File: src/rtl/refsw_pkg.sv
// Package: shared widths, register addresses, bit positions and the
// control-state record for the reference switchover controller.
// Assumes an 8-bit register file with a 2-bit address.
package refsw_pkg;
    localparam int REG_W  = 8;
    localparam int ADDR_W = 2;

    localparam logic [ADDR_W-1:0] ADDR_SW  = 2'd0;
    localparam logic [ADDR_W-1:0] ADDR_REF = 2'd1;
    localparam logic [ADDR_W-1:0] ADDR_RST = 2'd2;

    // switching register bit positions
    localparam int B_HW_EN    = 7;
    localparam int B_TRIG     = 6;
    localparam int B_MODE_HI  = 5;
    localparam int B_MODE_LO  = 4;
    localparam int B_REALIGN  = 3;
    localparam int B_BW       = 2;
    // reference register bit positions
    localparam int B_MANUAL   = 0;
    localparam int B_FREQ     = 1;
    localparam int B_ACTIVE   = 3;
    // reset register bit position
    localparam int B_PLLRST   = 1;

    typedef enum logic [1:0] {
        PLL_NORMAL = 2'b00,
        PLL_HOLD   = 2'b01,
        PLL_FREE   = 2'b10
    } pll_mode_t;

    typedef struct packed {
        logic       hw_en;
        logic       trig_hold;
        logic [1:0] mode_code;
        logic       realign;
        logic       bw_narrow;
        logic       manual_sel;
        logic       freq_high;
        logic       pll_rst;
    } ctrl_t;

    // Maps a raw mode code to the driven mode; the unused code selects free-run.
    function automatic pll_mode_t map_mode(input logic [1:0] code);
        case (code)
            2'b00:   return PLL_NORMAL;
            2'b01:   return PLL_HOLD;
            default: return PLL_FREE;
        endcase
    endfunction
endpackage

File: src/rtl/refsw_regs.sv
// Control register file. Holds the switching, reference and reset registers,
// accepts single-cycle writes and returns a combinational read word. Bits that
// have no field read as zero and ignore writes. Assumes writes are already
// synchronous to clk.
module refsw_regs
    import refsw_pkg::*;
(
    input  logic              clk,
    input  logic              rst_n,
    input  logic              we,
    input  logic [ADDR_W-1:0] addr,
    input  logic [REG_W-1:0]  wdata,
    input  logic              active_ref,
    output logic [REG_W-1:0]  rdata,
    output ctrl_t             ctrl
);
    ctrl_t ctrl_q;

    // Register update: each address writes only its own fields.
    always_ff @(posedge clk) begin
        if (!rst_n) begin
            ctrl_q <= '0;
        end else if (we) begin
            case (addr)
                ADDR_SW: begin
                    ctrl_q.hw_en     <= wdata[B_HW_EN];
                    ctrl_q.trig_hold <= wdata[B_TRIG];
                    ctrl_q.mode_code <= wdata[B_MODE_HI:B_MODE_LO];
                    ctrl_q.realign   <= wdata[B_REALIGN];
                    ctrl_q.bw_narrow <= wdata[B_BW];
                end
                ADDR_REF: begin
                    ctrl_q.manual_sel <= wdata[B_MANUAL];
                    ctrl_q.freq_high  <= wdata[B_FREQ];
                end
                ADDR_RST: begin
                    ctrl_q.pll_rst <= wdata[B_PLLRST];
                end
                default: ;
            endcase
        end
    end

    // Read mux: assembles the addressed register, inserting live status.
    always_comb begin
        rdata = '0;
        case (addr)
            ADDR_SW: begin
                rdata[B_HW_EN]              = ctrl_q.hw_en;
                rdata[B_TRIG]               = ctrl_q.trig_hold;
                rdata[B_MODE_HI:B_MODE_LO]  = ctrl_q.mode_code;
                rdata[B_REALIGN]            = ctrl_q.realign;
                rdata[B_BW]                 = ctrl_q.bw_narrow;
            end
            ADDR_REF: begin
                rdata[B_MANUAL] = ctrl_q.manual_sel;
                rdata[B_FREQ]   = ctrl_q.freq_high;
                rdata[B_ACTIVE] = active_ref;
            end
            ADDR_RST: begin
                rdata[B_PLLRST] = ctrl_q.pll_rst;
            end
            default: rdata = '0;
        endcase
    end

    assign ctrl = ctrl_q;

    // a write to another address never disturbs the mode code
    assert_mode_hold_R8: assert property (@(posedge clk) disable iff (!rst_n)
        ($past(we) && ($past(addr) != ADDR_SW)) |-> $stable(ctrl_q.mode_code));

    // the manual select only changes after a write to the reference register
    assert_manual_write_R2: assert property (@(posedge clk) disable iff (!rst_n)
        (ctrl_q.manual_sel != $past(ctrl_q.manual_sel)) |->
            ($past(we) && ($past(addr) == ADDR_REF)));
endmodule

File: src/rtl/refsw_select.sv
// Reference selection engine. Tracks the manual select while automatic
// switching is off. When it is on, moves to the other reference on the chosen
// trigger (loss of the active reference, or a rising edge of holdover),
// but only when the other reference is not lost. Assumes loss and holdover
// inputs are synchronous to clk.
module refsw_select (
    input  logic clk,
    input  logic rst_n,
    input  logic hw_en,
    input  logic trig_hold,
    input  logic manual_sel,
    input  logic pri_lost,
    input  logic sec_lost,
    input  logic holdover,
    output logic active_ref
);
    logic auto_q;
    logic hold_d;
    logic hold_rise;
    logic act_lost;
    logic alt_lost;
    logic trigger;
    logic flip;

    // Holdover history for edge detection.
    always_ff @(posedge clk) begin
        if (!rst_n) hold_d <= 1'b0;
        else        hold_d <= holdover;
    end

    // Trigger decode: pick the configured condition and gate on the other reference.
    always_comb begin
        hold_rise = holdover & ~hold_d;
        act_lost  = auto_q ? sec_lost : pri_lost;
        alt_lost  = auto_q ? pri_lost : sec_lost;
        trigger   = trig_hold ? hold_rise : act_lost;
        flip      = trigger & ~alt_lost;
    end

    // Automatic selection state: shadows manual when off, toggles on a qualified trigger.
    always_ff @(posedge clk) begin
        if (!rst_n)      auto_q <= 1'b0;
        else if (!hw_en) auto_q <= manual_sel;
        else if (flip)   auto_q <= ~auto_q;
    end

    // Output select: manual wins whenever automatic switching is off.
    assign active_ref = hw_en ? auto_q : manual_sel;

    // an automatic move never lands on a reference that was lost at the trigger
    assert_no_switch_to_lost_R6: assert property (@(posedge clk) disable iff (!rst_n)
        ($past(hw_en) && (auto_q != $past(auto_q))) |->
            !(auto_q ? $past(sec_lost) : $past(pri_lost)));

    // in loss mode the reference holds while the active one is healthy
    assert_hold_when_healthy_R4: assert property (@(posedge clk) disable iff (!rst_n)
        ($past(hw_en) && !$past(trig_hold) &&
         !($past(auto_q) ? $past(sec_lost) : $past(pri_lost))) |->
            (auto_q == $past(auto_q)));

    // in holdover mode a steady holdover level causes no move
    assert_hold_level_quiet_R5: assert property (@(posedge clk) disable iff (!rst_n)
        ($past(hw_en) && $past(trig_hold) && $past(hold_d) && $past(holdover)) |->
            (auto_q == $past(auto_q)));
endmodule

File: src/rtl/refsw_realign.sv
// Realign strobe generator. Converts a low-to-high transition of the realign
// control level into a registered pulse one clock wide. Assumes the level is a
// register output in the same clock domain.
module refsw_realign (
    input  logic clk,
    input  logic rst_n,
    input  logic level,
    output logic strobe
);
    logic level_d;
    logic strobe_q;

    // Edge capture: remember the level and register the rising-edge pulse.
    always_ff @(posedge clk) begin
        if (!rst_n) begin
            level_d  <= 1'b0;
            strobe_q <= 1'b0;
        end else begin
            level_d  <= level;
            strobe_q <= level & ~level_d;
        end
    end

    assign strobe = strobe_q;

    // the strobe is never longer than one cycle
    assert_single_pulse_R10: assert property (@(posedge clk) disable iff (!rst_n)
        strobe |=> !strobe);

    // every rise of the level is followed by a strobe
    assert_rise_gives_pulse_R10: assert property (@(posedge clk) disable iff (!rst_n)
        $rose(level) |=> strobe);
endmodule

File: src/rtl/refsw_ctrl.sv
// Top of the redundant reference switchover controller. Connects the register
// file, the selection engine and the realign strobe generator, and maps the
// stored fields onto the PLL control outputs. Assumes all inputs are
// synchronous to clk; reset is synchronous and active low.
module refsw_ctrl
    import refsw_pkg::*;
(
    input  logic              clk,
    input  logic              rst_n,
    input  logic              cfg_we,
    input  logic [ADDR_W-1:0] cfg_addr,
    input  logic [REG_W-1:0]  cfg_wdata,
    output logic [REG_W-1:0]  cfg_rdata,
    input  logic              pri_lost,
    input  logic              sec_lost,
    input  logic              pll_holdover,
    output logic              active_ref,
    output logic [1:0]        pll_mode,
    output logic              loop_bw_narrow,
    output logic              ref_freq_high,
    output logic              realign_stb,
    output logic              pll_rst
);
    ctrl_t ctrl;
    logic  act_ref;

    refsw_regs u_regs (
        .clk        (clk),
        .rst_n      (rst_n),
        .we         (cfg_we),
        .addr       (cfg_addr),
        .wdata      (cfg_wdata),
        .active_ref (act_ref),
        .rdata      (cfg_rdata),
        .ctrl       (ctrl)
    );

    refsw_select u_select (
        .clk        (clk),
        .rst_n      (rst_n),
        .hw_en      (ctrl.hw_en),
        .trig_hold  (ctrl.trig_hold),
        .manual_sel (ctrl.manual_sel),
        .pri_lost   (pri_lost),
        .sec_lost   (sec_lost),
        .holdover   (pll_holdover),
        .active_ref (act_ref)
    );

    refsw_realign u_realign (
        .clk    (clk),
        .rst_n  (rst_n),
        .level  (ctrl.realign),
        .strobe (realign_stb)
    );

    // Output mapping from stored fields.
    always_comb begin
        active_ref     = act_ref;
        pll_mode       = map_mode(ctrl.mode_code);
        loop_bw_narrow = ctrl.bw_narrow;
        ref_freq_high  = ctrl.freq_high;
        pll_rst        = ctrl.pll_rst;
    end

    // with automatic switching held on, manual writes do not move the output
    assert_manual_ignored_R7: assert property (@(posedge clk) disable iff (!rst_n)
        ($past(ctrl.hw_en) && ctrl.hw_en && !$past(pri_lost) && !$past(sec_lost) &&
         !$past(pll_holdover)) |-> $stable(active_ref));
endmodule

File: config.mk
export PLATFORM = sky130hd
export DESIGN_NAME = refsw_ctrl
export DESIGN_NICKNAME = d
export VERILOG_FILES = /design/src/rtl/refsw_pkg.sv /design/src/rtl/refsw_regs.sv /design/src/rtl/refsw_select.sv /design/src/rtl/refsw_realign.sv /design/src/rtl/refsw_ctrl.sv
export SDC_FILE = /design/constraint.sdc
export NUM_CORES = 1
export LEC_CHECK = 0
export ABC_AREA = 1
export BUFFER_PORTS_ARGS = -buffer_cell sky130_fd_sc_hd__buf_2
export CORE_MARGIN = 2
export CORE_UTILIZATION = 40
export CTS_BUF_LIST = sky130_fd_sc_hd__clkbuf_16
export DETAILED_ROUTE_END_ITERATION = 8
export PLACE_DENSITY = 0.78
export REMOVE_ABC_BUFFERS = 1
export SETUP_SLACK_MARGIN = 0.3
export SKIP_CTS_REPAIR_TIMING = 1
export SLEW_MARGIN = 10
export SYNTH_ARGS = -nofsm -noshare
export SYNTH_HDL_FRONTEND = slang
export SYNTH_HIERARCHICAL = 1
export SYNTH_SLANG_ARGS = --single-unit
File: constraint.sdc
create_clock -name clk -period 0.9 [get_ports clk]
set_input_delay 0.09 -clock clk [delete_from_list [all_inputs] [get_ports clk]]
set_output_delay 0.09 -clock clk [all_outputs]
set_load 0.005 [all_outputs]
After elaboration in Yosys (flattened, before gate mapping)
Index checks and enable logic that the tools add are counted.
{"block": "word_totals", "output_inout_bits": 15, "ff_bits": 13, "in_bits": 16}
{"block": "op_classes", "n_eq_ne": 4, "n_bitwise": 7, "mux": 12, "reduce_logical": 5}
{"op": "1-bit 2-to-1 mux", "n": 8}
{"op": "2-bit AND reduction", "n": 3}
{"op": "2-bit by 1-bit == test with 1-bit output (second input constant)", "n": 2}
{"op": "2-bit zero test", "n": 2}
{"op": "4-bit 2-to-1 mux", "n": 1}
{"op": "1-bit NOT", "n": 4}
{"op": "1-bit case mux with 2 select lines", "n": 2}
{"op": "2-bit case mux with 2 select lines", "n": 1}
{"op": "1-bit bitwise AND", "n": 3}
{"op": "2-bit == test (second input constant)", "n": 1}
{"op": "2-bit by 1-bit inequality test with 1-bit output (second input constant)", "n": 1}

Depth between registers and ports, before layout
Gate-level depths: netlist (run 1).
{"block": "depth", "ltp_word": 6, "ltp_mapped": 8, "depth_no_buf": 8}

Cells and area by module
The synthesis (run 1) kept the hierarchy.
{"module": "refsw_regs", "instances": 1, "cells_per_inst": 82, "area_each_um2": 504.2}
{"module": "refsw_select", "instances": 1, "cells_per_inst": 26, "area_each_um2": 153.9}
{"module": "refsw_realign", "instances": 1, "cells_per_inst": 5, "area_each_um2": 53.8}
{"module": "refsw_ctrl", "instances": 1, "cells_per_inst": 3, "area_each_um2": 11.3}

Worst setup path before layout (run 1)
OpenSTA, ideal clock, no wires.
{"block": "synth_path", "kind": "register to register", "startpoint": "register u_select.auto_q", "endpoint": "register u_select.auto_q", "path_buffers": 0, "slack_ns": 0.023, "t_arrival_ns": 0.762, "path_stages_with_launch": 8, "required_ns": 0.785, "setup_time_ns": 0.115, "period_less_slack_ns": 0.877, "path_cell_list": "dfxtp_1 inv_2 nand2_1 nand2_1 nand2_2 nand2_2 a21oi_1 nor2_1"}
{"block": "synth_via", "elab_chain_len": 4, "word_cells_on_any_way": 9, "cone_classes": "eq/ne (1); mux (5); bitwise (3)"}
{"element": "from (decl)", "line_no": "refsw_select.sv:17", "source": "logic auto_q;"}
{"element": "from (signal assigned)", "line_no": "refsw_select.sv:43", "source": "else if (!hw_en) auto_q <= manual_sel;"}
{"element": "from (signal assigned)", "line_no": "refsw_select.sv:44", "source": "else if (flip) auto_q <= ~auto_q;"}
{"element": "1-bit 2-to-1 mux (on tied branches)", "line_no": "refsw_select.sv:34, refsw_select.sv:35"}
{"element": "1-bit 2-to-1 mux / 1-bit NOT (equally long branches)", "line_no": "refsw_select.sv:36, refsw_select.sv:37"}
{"element": "1-bit bitwise AND", "line_no": "refsw_select.sv:37", "source": "flip = trigger & ~alt_lost;"}
{"element": "2-bit by 1-bit inequality test with 1-bit output (no source line)"}
Several ways; a longest one is shown, not always the timed one. The select of a mux whose other input is x is not followed.
A chain may end at the register's enable or synchronous reset.

Worst setup path in the final report (run 1)
{"block": "layout_path", "startpoint": "register, netlist name u_regs/ctrl[8]", "endpoint": "output port cfg_rdata[3]"}
{"block": "layout_via", "elab_chain_len": 2}
{"element": "1-bit 2-to-1 mux", "line_no": "refsw_select.sv:48", "source": "assign active_ref = hw_en ? auto_q : manual_sel;"}
{"element": "1-bit case mux with 2 select lines", "line_no": "refsw_regs.sv:47", "source": "case (addr)"}
{"element": "to (decl)", "line_no": "refsw_ctrl.sv:13", "source": "output logic [REG_W-1:0] cfg_rdata,"}
Every way passes these cells.

==> results.json, run 1 <==
{
  "via_per_inst": 4.20,
  "clock_skew_ps": 0.318,
  "rsz0062_at_grt": "true",
  "grt_max_degree": 13,
  "failed_checks": "setup timing",
  "hp-class": "input port to register",
  "maxCapViolations": 0,
  "post-route-drc-count": 0,
  "holdPathStages": 3,
  "comb_power_share_pct": 14.3,
  "setup-violations-final": 5,
  "insertion_delay_ps": 240,
  "reg2reg_to": "u_select/auto_q",
  "met1_usage_pct": 17.0,
  "die-area_um2": 2160,
  "fin_nets": 170,
  "p_leak_nw": 0.647,
  "crit_path_start": "u_regs/ctrl[8]",
  "wl_per_cell_um": 9.97,
  "clock.fmax_mhz": 931,
  "p_per_area_nw_per_um2": 1550,
  "first_pass_iters": 4,
  "grt-ovfl-total": 0,
  "ios": 31,
  "root_buffer": "clkbuf_16",
  "worstReg2RegStart": "u_select/auto_q",
  "grt_pass1_wl_um": 2210,
  "hpwl_um": 1160,
  "status": "complete, but fails checks",
  "synth_most_common_cell": "nand2_1",
  "syn_area_um2": 723,
  "yosys_most_used_dff": "dfxtp_1",
  "antenna_found_initial": 0,
  "ys_seq_area_share_pct": 36.0,
  "coreArea_um2": 1710,
  "n_fill_cell": 148,
  "pre_cts_ws_ps": -52.6,
  "end_kind": "primary output",
  "initial_core_util_pct": 42.3,
  "crit_fanout": 4,
  "crit_arrival_ps": 980,
  "synth-seq-cells": 13,
  "grtUsageMet2_pct": 25.3,
  "numClockSinks": 13,
  "timing.hold.ws_ps": 54.8,
  "syn_area_per_cell_um2": 6.23,
  "drive_above_1_share_pct": 47.3,
  "regArea_um2": 285,
  "synthCells": 116,
  "ff2ff_path_depth": 7,
  "port_buffers": 30,
  "start_kind": "register",
  "area_growth_pct": 51.6,
  "synth_top_area_share_pct": 36.0,
  "setup_slack_ps": -174,
  "grt_pass1_vias": 588,
  "globalplace.congestion": 0.726,
  "clk_pin_slew_ps": 40,
  "crit_required_ps": 810,
  "die_height_um": 46.5,
  "finalPower_mw": 1.70,
  "intPower_mw": 1.30,
  "tightest_slew_ps": 221,
  "track_usage_pct": 15.0,
  "synth_cell_type_count": 17,
  "finalCritPeriodShare_pct": 119,
  "cts_inserted_buffers": 3,
  "cts_tree": "done",
  "yosys_warnings": 6,
  "drtIter0Drc": 12,
  "min_to": "u_select/hold_d",
  "yosysTopAreaCell": "dfxtp_1",
  "clkPwrFrac_pct": 48.5,
  "use_met3_pct": 2.35,
  "cts_htree_levels": 1,
  "synth.area.top_cells": "dfxtp_1 (36%), nand2_1 (21%), inv_1 (12%), nor2_1 (11%), ha_1 (5.2%)",
  "num_vias": 735,
  "rows": 15,
  "criticalPathCategory": "register to primary output",
  "antenna_cells": 0,
  "synth-edff-count": 0,
  "p_sw_uw": 392,
  "ys_top_cells_by_count": "nand2_1 (41), inv_1 (24), nor2_1 (21)",
  "finalCriticalPeriod_ps": 1070,
  "cts_buffer_depth": 2,
  "finalHoldViolations": 0,
  "slew_headroom_pct": 85.3,
  "vdd.ir_drop.worst_v": 0.000861,
  "multiInputGateArea_um2": 398,
  "busiest_layer": "met2",
  "seq_power_share_pct": 37.2,
  "switching_share_pct": 23.1,
  "final_max_slew_viol_count": 0,
  "die_w_um": 46.5,
  "drtAntennaViolNets": 0,
  "synthArstFlopShare_pct": 0,
  "wirelength_um": 1750,
  "r2r_setup_slack_ps": -20,
  "min_from": "pll_holdover"
}
## placed cells by master (no fill, tap or decap), drive strengths merged
| master | netlist | final |
|---|---|---|
| clkbuf | 2 | 3 |
| a21oi | 1 | 1 |
| ha | 3 | 3 |
| nand2 | 44 | 44 |
| o21a | 1 | 1 |
| buf | 1 | 33 |
| nand3 | 1 | 1 |
| nand3b | 1 | 1 |
| dfxtp | 13 | 13 |
| a21boi | 2 | 2 |
| nor2 | 22 | 22 |
| inv | 25 | 26 |
## layer usage
layer  vias up  routed length [um]
met2        24                 907
met5         -                   0
li1        400                   -
met1       309                 727
met3         2                  99
met4         0                  11
## worst max-delay path by stage
| stage | to | slack, ps | depth (start not counted) |
|---|---|---|---|
| global route | cfg_rdata[3] | -230 | 6 |
| detailed placement | u_select/auto_q | -50 | 7 |
| global placement | cfg_rdata[3] | 0.2 | 7 |
| CTS | cfg_rdata[3] | -270 | 5 |
| finish | cfg_rdata[3] | -170 | 6 |
| floorplan | u_select/auto_q | 20 | 7 |
## cell type report
class	count	area share, %
clock inverters	1	0.342
repair buffers	33	18.4
multi-input cells	75	36.3
flip-flops and latches	13	26.0
inverters	25	9.25
clock buffers	3	6.85
well taps	25	2.85
## state kept, by name, summed over array words and instances, names as in the netlist
signal,flops
u_regs/ctrl,9
u_realign/level_d,1
u_realign/strobe,1
u_select/auto_q,1
u_select/hold_d,1
## worst max-delay path, cell delays in order (launching register included)
cell and delay (ps):
dfxtp_4 360, inv_2 40, nand2_1 50, nand2_1 70
nand2_1 70, nand2_1 40, buf_2 120
## logic make-up after synthesis
family | Yosys count | synth area share, %
AO/OA/AOI/OAI | 4 | 3.81
adder cells (fa/ha/maj) | 3 | 5.19
buffers and inverters | 28 | 17.0
flip-flops | 13 | 36.0
AND/OR/NAND/NOR | 68 | 38.1
## metrics by stage
stage,cell area (um^2),setup TNS [ps],util [%],cells
6_report,1100,-421,64.2,175
5_1_grt,1100,-714,64.2,175
4_1_cts,970,-788,56.8,174
3_5_place_dp,891,-282,52.2,170
3_3_place_gp,891,0,52.2,170
2_1_floorplan,694,0,-,113
## power by group through the flow
stage               Combinational (mW)  Sequential [mW]  Clock [mW]
global placement                 0.186            0.638           0
finish                           0.243            0.632       0.822
detailed placement               0.192            0.639           0
floorplan                        0.103            0.637           0
global route                     0.272            0.636       0.875
CTS                              0.194            0.629       0.844
Power figures use the tool's default switching activity.
==> inputs of run 2 (changes only) <==
BUFFER_PORTS_ARGS = -buffer_cell sky130_fd_sc_hd__buf_4   (was -buffer_cell sky130_fd_sc_hd__buf_2)
==> results.json, run 2 (synthesis gave the netlist of run 1 again) <==
{
  "ios": 31,
  "cp_slowest_stage_delay_ps": 350,
  "end_kind": "primary output",
  "finalHoldViolations": 0,
  "cts_tree": "done",
  "grt_max_degree": 13,
  "coreArea_um2": 1710,
  "timing.hold.ws_ps": 46.0,
  "holdPathStages": 3,
  "drive_above_1_share_pct": 48.0,
  "clock_skew_ps": 1.04,
  "cts_buffer_depth": 2,
  "hpwl_um": 1260,
  "p_per_area_nw_per_um2": 1480,
  "largest_reg_flops": 9,
  "cpMaxStageDelayCell": "dfxtp_4",
  "tightest_slew_ps": 180,
  "post-route-drc-count": 0,
  "placed_cells": 171,
  "crit_fanout": 4,
  "port_buffers": 30,
  "die_height_um": 46.5,
  "tns_ps": -561,
  "rows": 15,
  "path_common_cell": "nand2_2",
  "start_kind": "register",
  "hp-class": "input port to register",
  "num_vias": 794,
  "ff2ff_path_depth": 5,
  "finalCriticalPeriod_ps": 1100,
  "cts_htree_levels": 1,
  "postPlaceCellArea_um2": 973,
  "p_leak_nw": 0.673,
  "drtAntennaViolNets": 0,
  "via_per_inst": 4.49,
  "grt_pass1_wl_um": 2360,
  "setup-violations-final": 6,
  "layout.cells.non_filler": 177,
  "crit_required_ps": 810,
  "initial_core_util_pct": 42.3,
  "wl_per_cell_um": 11.2,
  "status": "complete, but fails checks",
  "clk_pin_slew_ps": 40,
  "antenna_cells": 0,
  "rsz0062_at_grt": "true",
  "fin_nets": 172,
  "die-area_um2": 2160,
  "numClockSinks": 13,
  "final_max_slew_viol_count": 0,
  "grt-ovfl-total": 0,
  "maxCapViolations": 0,
  "finalCritPeriodShare_pct": 122,
  "mostFrequentLayoutCells": "nand2_1 (34), buf_4 (26), nor2_1 (20), inv_1 (18)",
  "track_usage_pct": 16.2,
  "antenna_found_initial": 0,
  "root_buffer": "clkbuf_16",
  "cp.depth": 6,
  "first_pass_iters": 4,
  "layout_commonest_cell": "nand2_1",
  "setup_slack_ps": -201,
  "grt_pass1_vias": 631,
  "wirelength_um": 1990,
  "criticalPathCategory": "register to primary output",
  "drtIter0Drc": 10,
  "vdd.ir_drop.worst_v": 0.000890,
  "insertion_delay_ps": 240,
  "slew_headroom_pct": 87.9,
  "path_cells": "inv_2, nand2_2, nand2_2, nand2_2, nand2_2, buf_6",
  "crit_family": "flip-flops",
  "area_growth_pct": 62.6,
  "failed_checks": "setup timing",
  "globalplace.congestion": 0.720,
  "die_w_um": 46.5,
  "clock.fmax_mhz": 909,
  "finalPower_mw": 1.74,
  "crit_arrival_ps": 1010,
  "cts_inserted_buffers": 3,
  "fin_area_um2": 1180,
  "critPathBufInv": 2
}
==> run 2: cell count changes in the layout (fill, tap and decap cells not counted), sizes merged <==
cell / change
buf: +2
==> run 2: cell type report <==
class	instances	area, um^2
fillers	131	532
clock buffers	3	75.1
flip-flops and latches	13	278
multi-input cells	75	398
repair buffers	35	297
inverters	25	93.8
well taps	25	31.3
clock inverters	1	3.75
==> run 2: per-stage QoR <==
stage	util (%)	setup slack (ps)
after floorplan	-	23.0
after global placement	57.0	-14.8
after detailed placement	57.0	-52.8
after CTS	61.6	-255
after global routing	68.9	-252
final	68.9	-201
==> run 2: worst min-delay path: stages <==
cell,delay [ps]
buf_4,80
nand2_1,40
inv_1,40
==> run 2: worst paths after layout <==
| kind | startpoint | endpoint | slack, ps |
|---|---|---|---|
| min reg2reg | u_realign/level_d | u_realign/strobe | 400 |
| max | u_regs/ctrl[8] | cfg_rdata[3] | -200 |
| max reg2reg | u_select/auto_q | u_select/auto_q | -10 |
| min | pll_holdover | u_select/hold_d | 50 |
==> run 2: per-layer routing <==
metal  track usage, %  share of wire [%]
met4             10.3               0.60
met2             27.2                 56
met3             5.88                6.2
met5                0                  0
met1             16.8                 37
==> run 2: where the power goes <==
group          total (mW)  switching, mW  internal, mW  leakage (nW)
Combinational       0.286          0.136         0.151         0.520
Clock               0.820          0.235         0.585        0.0423
Sequential          0.636         0.0277         0.609         0.111
Total                1.74          0.398          1.34         0.673
